## src/rtl/busext_pkg.sv

```systemverilog
package busext_pkg;

    typedef enum logic [2:0] {
        PH_IDLE  = 3'd0,
        PH_FALL  = 3'd1,
        PH_LHOLD = 3'd2,
        PH_LOW   = 3'd3,
        PH_RISE  = 3'd4,
        PH_HHOLD = 3'd5
    } phase_e;

    typedef struct packed {
        phase_e ph;
        logic   hold_s;
        logic   hold_d;
        logic   cab_pd;
        logic   cab_pu;
        logic   dsp_pd;
        logic   term;
    } ctl_t;

    function automatic phase_e ph_succ(input phase_e p);
        case (p)
            PH_IDLE:  return PH_FALL;
            PH_FALL:  return PH_LHOLD;
            PH_LHOLD: return PH_LOW;
            PH_LOW:   return PH_RISE;
            PH_RISE:  return PH_HHOLD;
            default:  return PH_IDLE;
        endcase
    endfunction

endpackage

```

## src/rtl/busext_sync.sv

```systemverilog
module busext_sync #(
    parameter int W      = 1,
    parameter int STAGES = 2
) (
    input  logic         clk,
    input  logic         rst_n,
    input  logic [W-1:0] din,
    output logic [W-1:0] dout
);
    logic [W-1:0] stg_q [STAGES];

    genvar i;
    generate
        for (i = 0; i < STAGES; i++) begin : g_stage
            logic [W-1:0] src_d;
            if (i == 0) begin : g_first
                assign src_d = din;
            end else begin : g_next
                assign src_d = stg_q[i-1];
            end
            always_ff @(posedge clk or negedge rst_n) begin
                if (!rst_n) stg_q[i] <= '0;
                else        stg_q[i] <= src_d;
            end
        end
    endgenerate

    assign dout = stg_q[STAGES-1];
endmodule

```

## src/rtl/busext_timer.sv

```systemverilog
module busext_timer #(
    parameter int HOLD_CYC = 250,
    localparam int CW = $clog2(HOLD_CYC + 1)
) (
    input  logic          clk,
    input  logic          rst_n,
    input  logic          restart,
    output logic [CW-1:0] cnt_o
);
    localparam logic [CW-1:0] LAST = CW'(HOLD_CYC - 1);

    logic [CW-1:0] cnt_d, cnt_q;

    always_comb begin
        cnt_d = cnt_q;
        if (restart)            cnt_d = '0;
        else if (cnt_q != LAST) cnt_d = cnt_q + 1'b1;
    end

    always_ff @(posedge clk or negedge rst_n) begin
        if (!rst_n) cnt_q <= '0;
        else        cnt_q <= cnt_d;
    end

    assign cnt_o = cnt_q;

    // the window count saturates at its last value and restarts from zero
    p_cnt_cap_r4: assert property (@(posedge clk) disable iff (!rst_n)
        cnt_q <= LAST);
    p_restart_r4: assert property (@(posedge clk) disable iff (!rst_n)
        restart |=> cnt_q == '0);
endmodule

```

## src/rtl/wand_line_ctrl.sv

```systemverilog
module wand_line_ctrl
    import busext_pkg::*;
#(
    parameter bit IS_DATA    = 1'b1,
    parameter int ASSERT_CYC = 175,
    parameter int HOLD_CYC   = 250,
    parameter int SYNC_STG   = 2
) (
    input  logic       clk,
    input  logic       rst_n,
    input  logic       src_low_i,
    input  logic       dsp_low_i,
    input  logic       src_hi_i,
    input  logic       dsp_hi_i,
    input  logic       src_dip_i,
    input  logic       dsp_dip_i,
    output logic       cab_pd_en_o,
    output logic       cab_pu_en_o,
    output logic       dsp_pd_en_o,
    output logic       term_en_o,
    output logic [2:0] phase_o
);
    localparam int NFLAG = 6;
    localparam int CW    = $clog2(HOLD_CYC + 1);
    localparam logic [CW-1:0] ASRT_LAST = CW'(ASSERT_CYC - 1);
    localparam logic [CW-1:0] HOLD_LAST = CW'(HOLD_CYC - 1);

    logic [NFLAG-1:0] flag_raw, flag_s;
    logic s_low, d_low, s_hi, d_hi, s_dip, d_dip;
    logic [CW-1:0] tcnt;
    logic launch, asrt_end, hold_end, rel_s, rel_d, dip_exit;
    ctl_t cur_q, nxt_d;

    assign flag_raw = {src_low_i, dsp_low_i, src_hi_i, dsp_hi_i, src_dip_i, dsp_dip_i};

    busext_sync #(.W(NFLAG), .STAGES(SYNC_STG)) u_sync (
        .clk   (clk),
        .rst_n (rst_n),
        .din   (flag_raw),
        .dout  (flag_s)
    );

    assign {s_low, d_low, s_hi, d_hi, s_dip, d_dip} = flag_s;

    busext_timer #(.HOLD_CYC(HOLD_CYC)) u_timer (
        .clk     (clk),
        .rst_n   (rst_n),
        .restart (launch),
        .cnt_o   (tcnt)
    );

    generate
        if (IS_DATA) begin : g_data
            assign dip_exit = s_dip | d_dip;
        end else begin : g_clock
            assign dip_exit = 1'b0;
        end
    endgenerate

    assign asrt_end = (tcnt == ASRT_LAST);
    assign hold_end = (tcnt == HOLD_LAST);
    assign rel_s    = !s_low || cur_q.hold_s;
    assign rel_d    = !d_low || cur_q.hold_d;

    always_comb begin
        nxt_d = cur_q;
        case (cur_q.ph)
            PH_IDLE: begin
                if (s_low || d_low) nxt_d.ph = PH_FALL;
            end
            PH_FALL: begin
                if (asrt_end) nxt_d.ph = PH_LHOLD;
            end
            PH_LHOLD: begin
                if (hold_end) begin
                    nxt_d.ph     = PH_LOW;
                    nxt_d.hold_s = !s_low && d_low;
                    nxt_d.hold_d = !d_low && s_low;
                end
            end
            PH_LOW: begin
                if (rel_s && rel_d) begin
                    nxt_d.ph     = PH_RISE;
                    nxt_d.hold_s = 1'b0;
                    nxt_d.hold_d = 1'b0;
                end else begin
                    nxt_d.hold_s = cur_q.hold_s | !s_low;
                    nxt_d.hold_d = cur_q.hold_d | !d_low;
                end
            end
            PH_RISE: begin
                if (asrt_end) nxt_d.ph = PH_HHOLD;
            end
            PH_HHOLD: begin
                if (hold_end && ((s_hi && d_hi) || dip_exit)) nxt_d.ph = PH_IDLE;
            end
            default: nxt_d.ph = PH_IDLE;
        endcase

        if (nxt_d.ph != PH_LOW) begin
            nxt_d.hold_s = 1'b0;
            nxt_d.hold_d = 1'b0;
        end

        nxt_d.cab_pd = 1'b0;
        nxt_d.cab_pu = 1'b0;
        nxt_d.dsp_pd = 1'b0;
        nxt_d.term   = 1'b0;
        case (nxt_d.ph)
            PH_FALL: begin
                nxt_d.cab_pd = 1'b1;
                nxt_d.dsp_pd = 1'b1;
                nxt_d.term   = 1'b1;
            end
            PH_LHOLD: begin
                nxt_d.cab_pd = 1'b1;
                nxt_d.dsp_pd = 1'b1;
            end
            PH_LOW: begin
                nxt_d.cab_pd = nxt_d.hold_s;
                nxt_d.dsp_pd = nxt_d.hold_d;
            end
            PH_RISE: begin
                nxt_d.cab_pu = 1'b1;
                nxt_d.term   = 1'b1;
            end
            default: ;
        endcase

        launch = (nxt_d.ph == PH_FALL && cur_q.ph != PH_FALL) ||
                 (nxt_d.ph == PH_RISE && cur_q.ph != PH_RISE);
    end

    always_ff @(posedge clk or negedge rst_n) begin
        if (!rst_n) cur_q <= '{ph: PH_IDLE, default: 1'b0};
        else        cur_q <= nxt_d;
    end

    assign cab_pd_en_o = cur_q.cab_pd;
    assign cab_pu_en_o = cur_q.cab_pu;
    assign dsp_pd_en_o = cur_q.dsp_pd;
    assign term_en_o   = cur_q.term;
    assign phase_o     = cur_q.ph;

    // phase advances only to its successor
    p_order_r2: assert property (@(posedge clk) disable iff (!rst_n)
        (cur_q.ph != $past(cur_q.ph)) |-> (cur_q.ph == ph_succ($past(cur_q.ph))));
    // pullup and pulldown on the cable never fight
    p_drv_excl_r6: assert property (@(posedge clk) disable iff (!rst_n)
        !(cab_pu_en_o && cab_pd_en_o));
    // termination only inside the assert window of the timer
    p_term_win_r3: assert property (@(posedge clk) disable iff (!rst_n)
        term_en_o |-> (tcnt <= ASRT_LAST));
    // low-holdoff cannot be left before the window count ends
    p_blank_r4: assert property (@(posedge clk) disable iff (!rst_n)
        (cur_q.ph == PH_LHOLD && tcnt != HOLD_LAST) |=> (cur_q.ph == PH_LHOLD));
    // leaving high-holdoff needs both high flags or a data dip
    p_hi_exit_r7: assert property (@(posedge clk) disable iff (!rst_n)
        (cur_q.ph == PH_IDLE && $past(cur_q.ph) == PH_HHOLD) |->
            ($past(s_hi && d_hi) || (IS_DATA && $past(s_dip || d_dip))));
endmodule

```

## config.mk

```make
export PLATFORM = sky130hd
export DESIGN_NAME = wand_line_ctrl
export DESIGN_NICKNAME = d
export VERILOG_FILES = /design/src/rtl/busext_pkg.sv /design/src/rtl/busext_sync.sv /design/src/rtl/busext_timer.sv /design/src/rtl/wand_line_ctrl.sv
export SDC_FILE = /design/constraint.sdc
export NUM_CORES = 1
export LEC_CHECK = 0
export BUFFER_PORTS_ARGS = -buffer_cell sky130_fd_sc_hd__buf_2
export CAP_MARGIN = 40
export CORE_MARGIN = 1.5
export CORE_UTILIZATION = 28
export DETAILED_ROUTE_END_ITERATION = 16
export PLACE_DENSITY = 0.47
export SLEW_MARGIN = 10
export SYNTH_ARGS = -nofsm -noshare
export SYNTH_HDL_FRONTEND = slang
export SYNTH_HIERARCHICAL = 1
export SYNTH_SLANG_ARGS = --single-unit
```

## constraint.sdc

```tcl
create_clock -name clk -period 1.45 [get_ports clk]
set_input_delay 0.0725 -clock clk [delete_from_list [all_inputs] [get_ports clk]]
set_output_delay 0.0725 -clock clk [all_outputs]
set_load 0.02 [all_outputs]
```

* After elaboration in Yosys (flattened, before gate mapping)
Cells that the tools add are included. Widths: inputs -> output; s select.
Operators by class: equality and inequality tests 15, add/sub/neg operators 1, reduce and logical (&&, ||, !) cells 18, bitwise operators 3, multiplexer cells 16
Operators by type and width (count):
- $pmux 3 s6 | 1
- $eq 8x8->1 const B | 2
- $mux 8 | 2
- $mux 3 | 5
- $eq 3x2->1 const B | 4
- $eq 3x3->1 const B | 3
- $add 8x1->8 const B | 1
- $ne 8x8->1 const B | 1
- $logic_and 1x1->1 | 7
- $eq 3x1->1 const B | 2
- $logic_or 1x1->1 | 5
- $mux 5 | 1
- $mux 2 | 2
- $pmux 1 s2 | 2
- $pmux 2 s2 | 1
- $reduce_or 2->1 | 2
- $logic_not 3->1 | 1
- $ne 3x1->1 const B | 1
- $ne 3x2->1 const B | 1
- $ne 3x3->1 const B | 1
- $or 1x1->1 | 3
- $logic_not 1->1 | 2
- $mux 1 | 2
- $reduce_bool 2->1 | 1
Word-level totals: output and inout bits 7, flip-flop bits (word level) 29

* Depth between registers and ports, before layout
depth in word-level cells 9, gate-level depth with buffers 8, depth with buffers taken out 7

* Modules after synthesis
Netlist, hierarchy kept.
By module, submodules not included:
- wand_line_ctrl | cells each 58, times used 1, area an instance 576.8 um^2, sequential area each 225.2 um^2
- busext_timer | cells each 43, times used 1, area an instance 417.9 um^2, sequential area each 200.2 um^2
- busext_sync | cells each 12, times used 1, area an instance 300.3 um^2, sequential area each 300.3 um^2

* Least setup slack after synthesis
No wires, ideal clock.
path kind register to register, start reg u_sync.stg_q, in the netlist u_sync/dout[4], end reg u_timer.cnt_q[1], in the netlist u_timer/cnt_o[1], setup slack -0.152 ns, buffers on the path 1, arrival time 1.477 ns, cell stages (with the launch flop) 8, setup time 0.125 ns, clock period less this slack 1.602 ns, path through dfrtp_1 > nor2b_1 > nor3_1 > nand2_1 > nand2_1 > clkbuf_1 > nor2_1 > mux2_2
Between the ends: longest elaborated chain between the ends 9
RTL lines:
- start: declaration | RTL line busext_sync.sv:10 | logic [W-1:0] stg_q [STAGES];
- start signal: indexed assignment | RTL line busext_sync.sv:23 | else stg_q[i] <= src_d;
- $logic_not 1->1 | RTL line wand_line_ctrl.sv:63 | assign rel_d = !d_low || cur_q.hold_d;
- $logic_or 1x1->1 | RTL line wand_line_ctrl.sv:63
- $logic_and 1x1->1 | RTL line wand_line_ctrl.sv:82 | if (rel_s && rel_d) begin
- $mux 3 | RTL line wand_line_ctrl.sv:82
- $pmux 3 s6 (*) | RTL line wand_line_ctrl.sv:67 | case (cur_q.ph)
- $eq 3x1->1 / $eq 3x3->1 (equally long branches) | RTL line wand_line_ctrl.sv:130, wand_line_ctrl.sv:131
- $logic_and 1x1->1, on equally long branches | RTL line wand_line_ctrl.sv:130, wand_line_ctrl.sv:131
- $logic_or 1x1->1 (*) | RTL line wand_line_ctrl.sv:130 | launch = (nxt_d.ph == PH_FALL && cur_q.ph != PH_FALL) ||
- named net launch | RTL line wand_line_ctrl.sv:31 | logic launch, asrt_end, hold_end, rel_s, rel_d, dip_exit;
- $mux 8 / $reduce_bool 2->1 (equally long branches)
- end signal: assignment | RTL line busext_timer.sv:22 | else cnt_q <= cnt_d;
- end: declaration | RTL line busext_timer.sv:12 | logic [CW-1:0] cnt_d, cnt_q;
The timed path passes the listed nets; every way through them passes the cells marked *. A chain may end at the register's enable or synchronous reset.

* Worst setup path in the final report
start reg u_timer.cnt_q[3], in the netlist u_timer/cnt_o[3], end reg u_timer.cnt_q[1], in the netlist u_timer/cnt_o[1]
Between the ends: longest elaborated chain between the ends 8
RTL lines:
- $eq 8x8->1 | RTL line wand_line_ctrl.sv:61 | assign hold_end = (tcnt == HOLD_LAST);
- $logic_and 1x1->1 | RTL line wand_line_ctrl.sv:95 | if (hold_end && ((s_hi && d_hi) || dip_exit)) nxt_d.ph = PH_IDLE;
- $mux 3 | RTL line wand_line_ctrl.sv:95
- $pmux 3 s6 | RTL line wand_line_ctrl.sv:67
- $eq 3x1->1 / $eq 3x3->1 (equally long branches) | RTL line wand_line_ctrl.sv:130, wand_line_ctrl.sv:131
- $logic_and 1x1->1, on equally long branches | RTL line wand_line_ctrl.sv:130, wand_line_ctrl.sv:131
- $logic_or 1x1->1 | RTL line wand_line_ctrl.sv:130
- $mux 8 / $reduce_bool 2->1 (equally long branches)
Parallel ways exist; a longest one is shown, timed or not.

==> impl_metrics.csv <==
group,metric,value,unit
timing,final-max-slew-violation-count,0,
synthesis,synthArstFlopShare,100,%
synthesis,synth_edf_count,0,
grt,overflow,0,
synthesis,synthesis.area,1290,um^2
drt,drc,0,
synthesis,synth-seq-area-share,56.0,%
placement,routabilityCongestion,0.766,
final_layout,fin_area,1860,um^2
clock_network,clock-root-buffer,"clkbuf_8",
drt,dr.pass1.iters,4,
synthesis,syn_inst,113,
critical_path,required,1.62,ns
grt,grt_first_pass_wirelength,4610,um
synthesis,synth_most_common_cell,"dfrtp_1",
pwr,power_density,1290,nW/um^2
critical_path,slowest_stage,"dfrtp_1",
clock_network,cts.clk_slew.worst_paths,0.07,ns
placement,dp_hpwl,1790,um
timing,setup_ws,-0.0536,ns
critical_path,worst_setup_path_start_kind,"register",
grt,grt_pass1_vias,1049,
grt,track_usage,12.0,%
pwr,fin_total_pwr,0.00240,W
die,io_pins,15,
critical_path,worst-setup-path-type,"reg2reg",
placement,dp.cells,194,
timing,rsz0062_at_grt,"yes",
die,core,4410,um^2
clock_network,cts_tree,"built",
die,initial_core_util,29.3,%
synthesis,ys_warn_count,6,
clock_network,clk_latency,0.29,ns
synthesis,avgSynthCellArea,11.5,um^2
timing,period_needed,1.50,ns
die,dieWidth,71.0,um
final_layout,nNetsFinal,171,
critical_path,crit_chain,"buf_6, nand4_1, nor3_4, mux2_4",
critical_path,cp.arrival,1.68,ns
clock_network,cts.htree.levels,2,
timing,fin_crit_sh,104,%
outcome,violations,"negative setup slack",
die,placementRows,24,
timing,slew_headroom,58.5,%
die,dieArea,5040,um^2
critical_path,cp_max_fo,4,
pwr,p_leak,0.879,nW
grt,grt_max_degree,30,
die,die-height,71.0,um
synthesis,synth_area_leaders,"dfrtp_1, nor2_1, nor3_1",
grt,antenna_found_initial,0,
placement,pre_cts_slack,-0.0431,ns
outcome,outcome,"complete, but fails checks",
final_layout,instances_no_fill,214,
final_layout,antenna_cells,0,
synthesis,yosysTopAreaCell,"dfrtp_1",
worst_hold_path,hold_class,"in2async",
clock_network,cts.path.max_buffers,2,
drt,totalWireLength,2780,um
drt,viasPerCell,4.79,
drt,ant_nets,0,
final_layout,drive_gt1_share,44.4,%
drt,vias,1025,
final_layout,syn2layout_area_growth,44.0,%
timing,hold_viol_final,0,
timing,setup_viol,4,
pwr,peakVddDrop,0.683,mV
final_layout,post-route-util,42.2,%
drt,drt_iter0_drc,35,
timing,tightest_slew,0.622,ns
synthesis,synth_top_area_share,56.0,%
placement,port-buffer-count,14,
critical_path,slowest_delay,0.40,ns
synthesis,synth_seq_cells,29,
clock_network,numClockSinks,29,
flow_run,drv_cap,0,
timing,max_freq,0.665,GHz
synthesis,synth_cell_types,42,
synthesis,synth_fp_nets,123,
clock_network,cts_buffers,5,
synthesis,yosys_most_used_dff,"dfrtp_1",
drt,wl_per_cell,13.0,um
critical_path,end_kind,"register",
timing,skew,0.00891,ns
final_layout,num-fill-cells,420,
synthesis,synthTopCellsByCount,"dfrtp_1, nor2_1, nand2_1, nor3_1",
placement,dpl_cell_area,1560,um^2
## per-stage QoR
| stage | TNS, ns | hold slack, ns |
|---|---|---|
| finish | -0.192 | 0.331 |
| global route | -0.637 | 0.355 |
| CTS | -0.0481 | 0.347 |
| detailed placement | -0.102 | 0.130 |
| global placement | -0.177 | 0.138 |
| floorplan | 0 | -0.223 |
## critical path, delay by kind of cell (launching register included)
family	cells	cell delay (ns)
flip-flops	1	0.40
AND/OR/NAND/NOR	2	0.53
buffers and inverters	1	0.13
multiplexers	1	0.32
## state kept, by name (all words and copies together), names as in the netlist
register	count
cab_pd_en_o	1
cab_pu_en_o	1
cur_q	2
dsp_pd_en_o	1
phase_o	3
term_en_o	1
u_sync/dout	6
u_sync/g_stage.src_d	6
u_timer/cnt_o	8
## final timing paths
path | start | depth (start not counted) | end | slack [ns]
worst min register to register | u_sync/g_stage[1].src_d[3] | 0 | u_sync/dout[3] | 0.34
worst max register to register | u_timer/cnt_o[3] | 4 | u_timer/cnt_o[1] | -0.05
worst max-delay path | u_timer/cnt_o[3] | 4 | u_timer/cnt_o[1] | -0.05
min in group clk | u_sync/g_stage[1].src_d[3] | 0 | u_sync/dout[3] | 0.34
max in group asynchronous | rst_n | 2 | u_timer/cnt_o[0] | 0.67
worst min-delay path | rst_n | 2 | u_timer/cnt_o[3] | 0.33
## cell usage in the layout, fill, tap and decap left out, types with 3 or more instances in the layout
cell / instances
dfrtp_1: 28
buf_4: 21
buf_2: 14
nor2_1: 9
dlygate4sd3_1: 7
clkbuf_8: 6
nand2_1: 5
nand3_1: 3
nor3_2: 3
nor3_1: 3
nand3_2: 3
nand2b_1: 3
## per-layer routing
| metal | track usage, % | part of all wire [%] | up-vias |
|---|---|---|---|
| li1 | - | - | 500 |
| met1 | 15.2 | 48 | 503 |
| met2 | 18.2 | 48 | 18 |
| met3 | 4.27 | 3.3 | 4 |
| met4 | 6.29 | 0.90 | 0 |
| met5 | 0 | 0 | - |
## repair_timing
| item | 4_1_cts | 5_1_grt |
|---|---|---|
| endpoints found under the setup margin | 8 | 9 |
| gates resized for setup | 6 | 16 |
| buffers inserted | 2 | 3 |
| hold endpoints to repair | 35 | 0 |
| hold buffers | 7 | 0 |
| cloned | 1 | 0 |
| pin swaps | 7 | 11 |
## layout make-up
class | count | area (um^2) | share of cell area, %
inverters | 3 | 11.3 | 0.604
multi-input cells | 78 | 621 | 33.3
flip-flops and latches | 29 | 727 | 39.0
clock buffers | 6 | 82.6 | 4.43
clock inverters | 2 | 37.5 | 2.01
well taps | 52 | 65.1 | 3.49
repair buffers | 44 | 320 | 17.2
## power breakdown
part / switching [W] / total [W] / internal [W]
logic: 0.000251 / 0.000543 / 0.000292
registers: 0.0000773 / 0.000975 / 0.000898
clock network: 0.000327 / 0.000885 / 0.000558
total: 0.000655 / 0.00240 / 0.00175
## cells by family after synthesis
kind of cell,after synthesis,share of synthesized area [%]
adder cells (fa/ha/maj),2,1.93
multiplexers,2,1.74
AO/OA/AOI/OAI,20,11.8
XOR/XNOR,2,1.35
AND/OR/NAND/NOR,51,24.3
buffers and inverters,7,2.90
flip-flops,29,56.0
(Power assumes the default switching activity.)
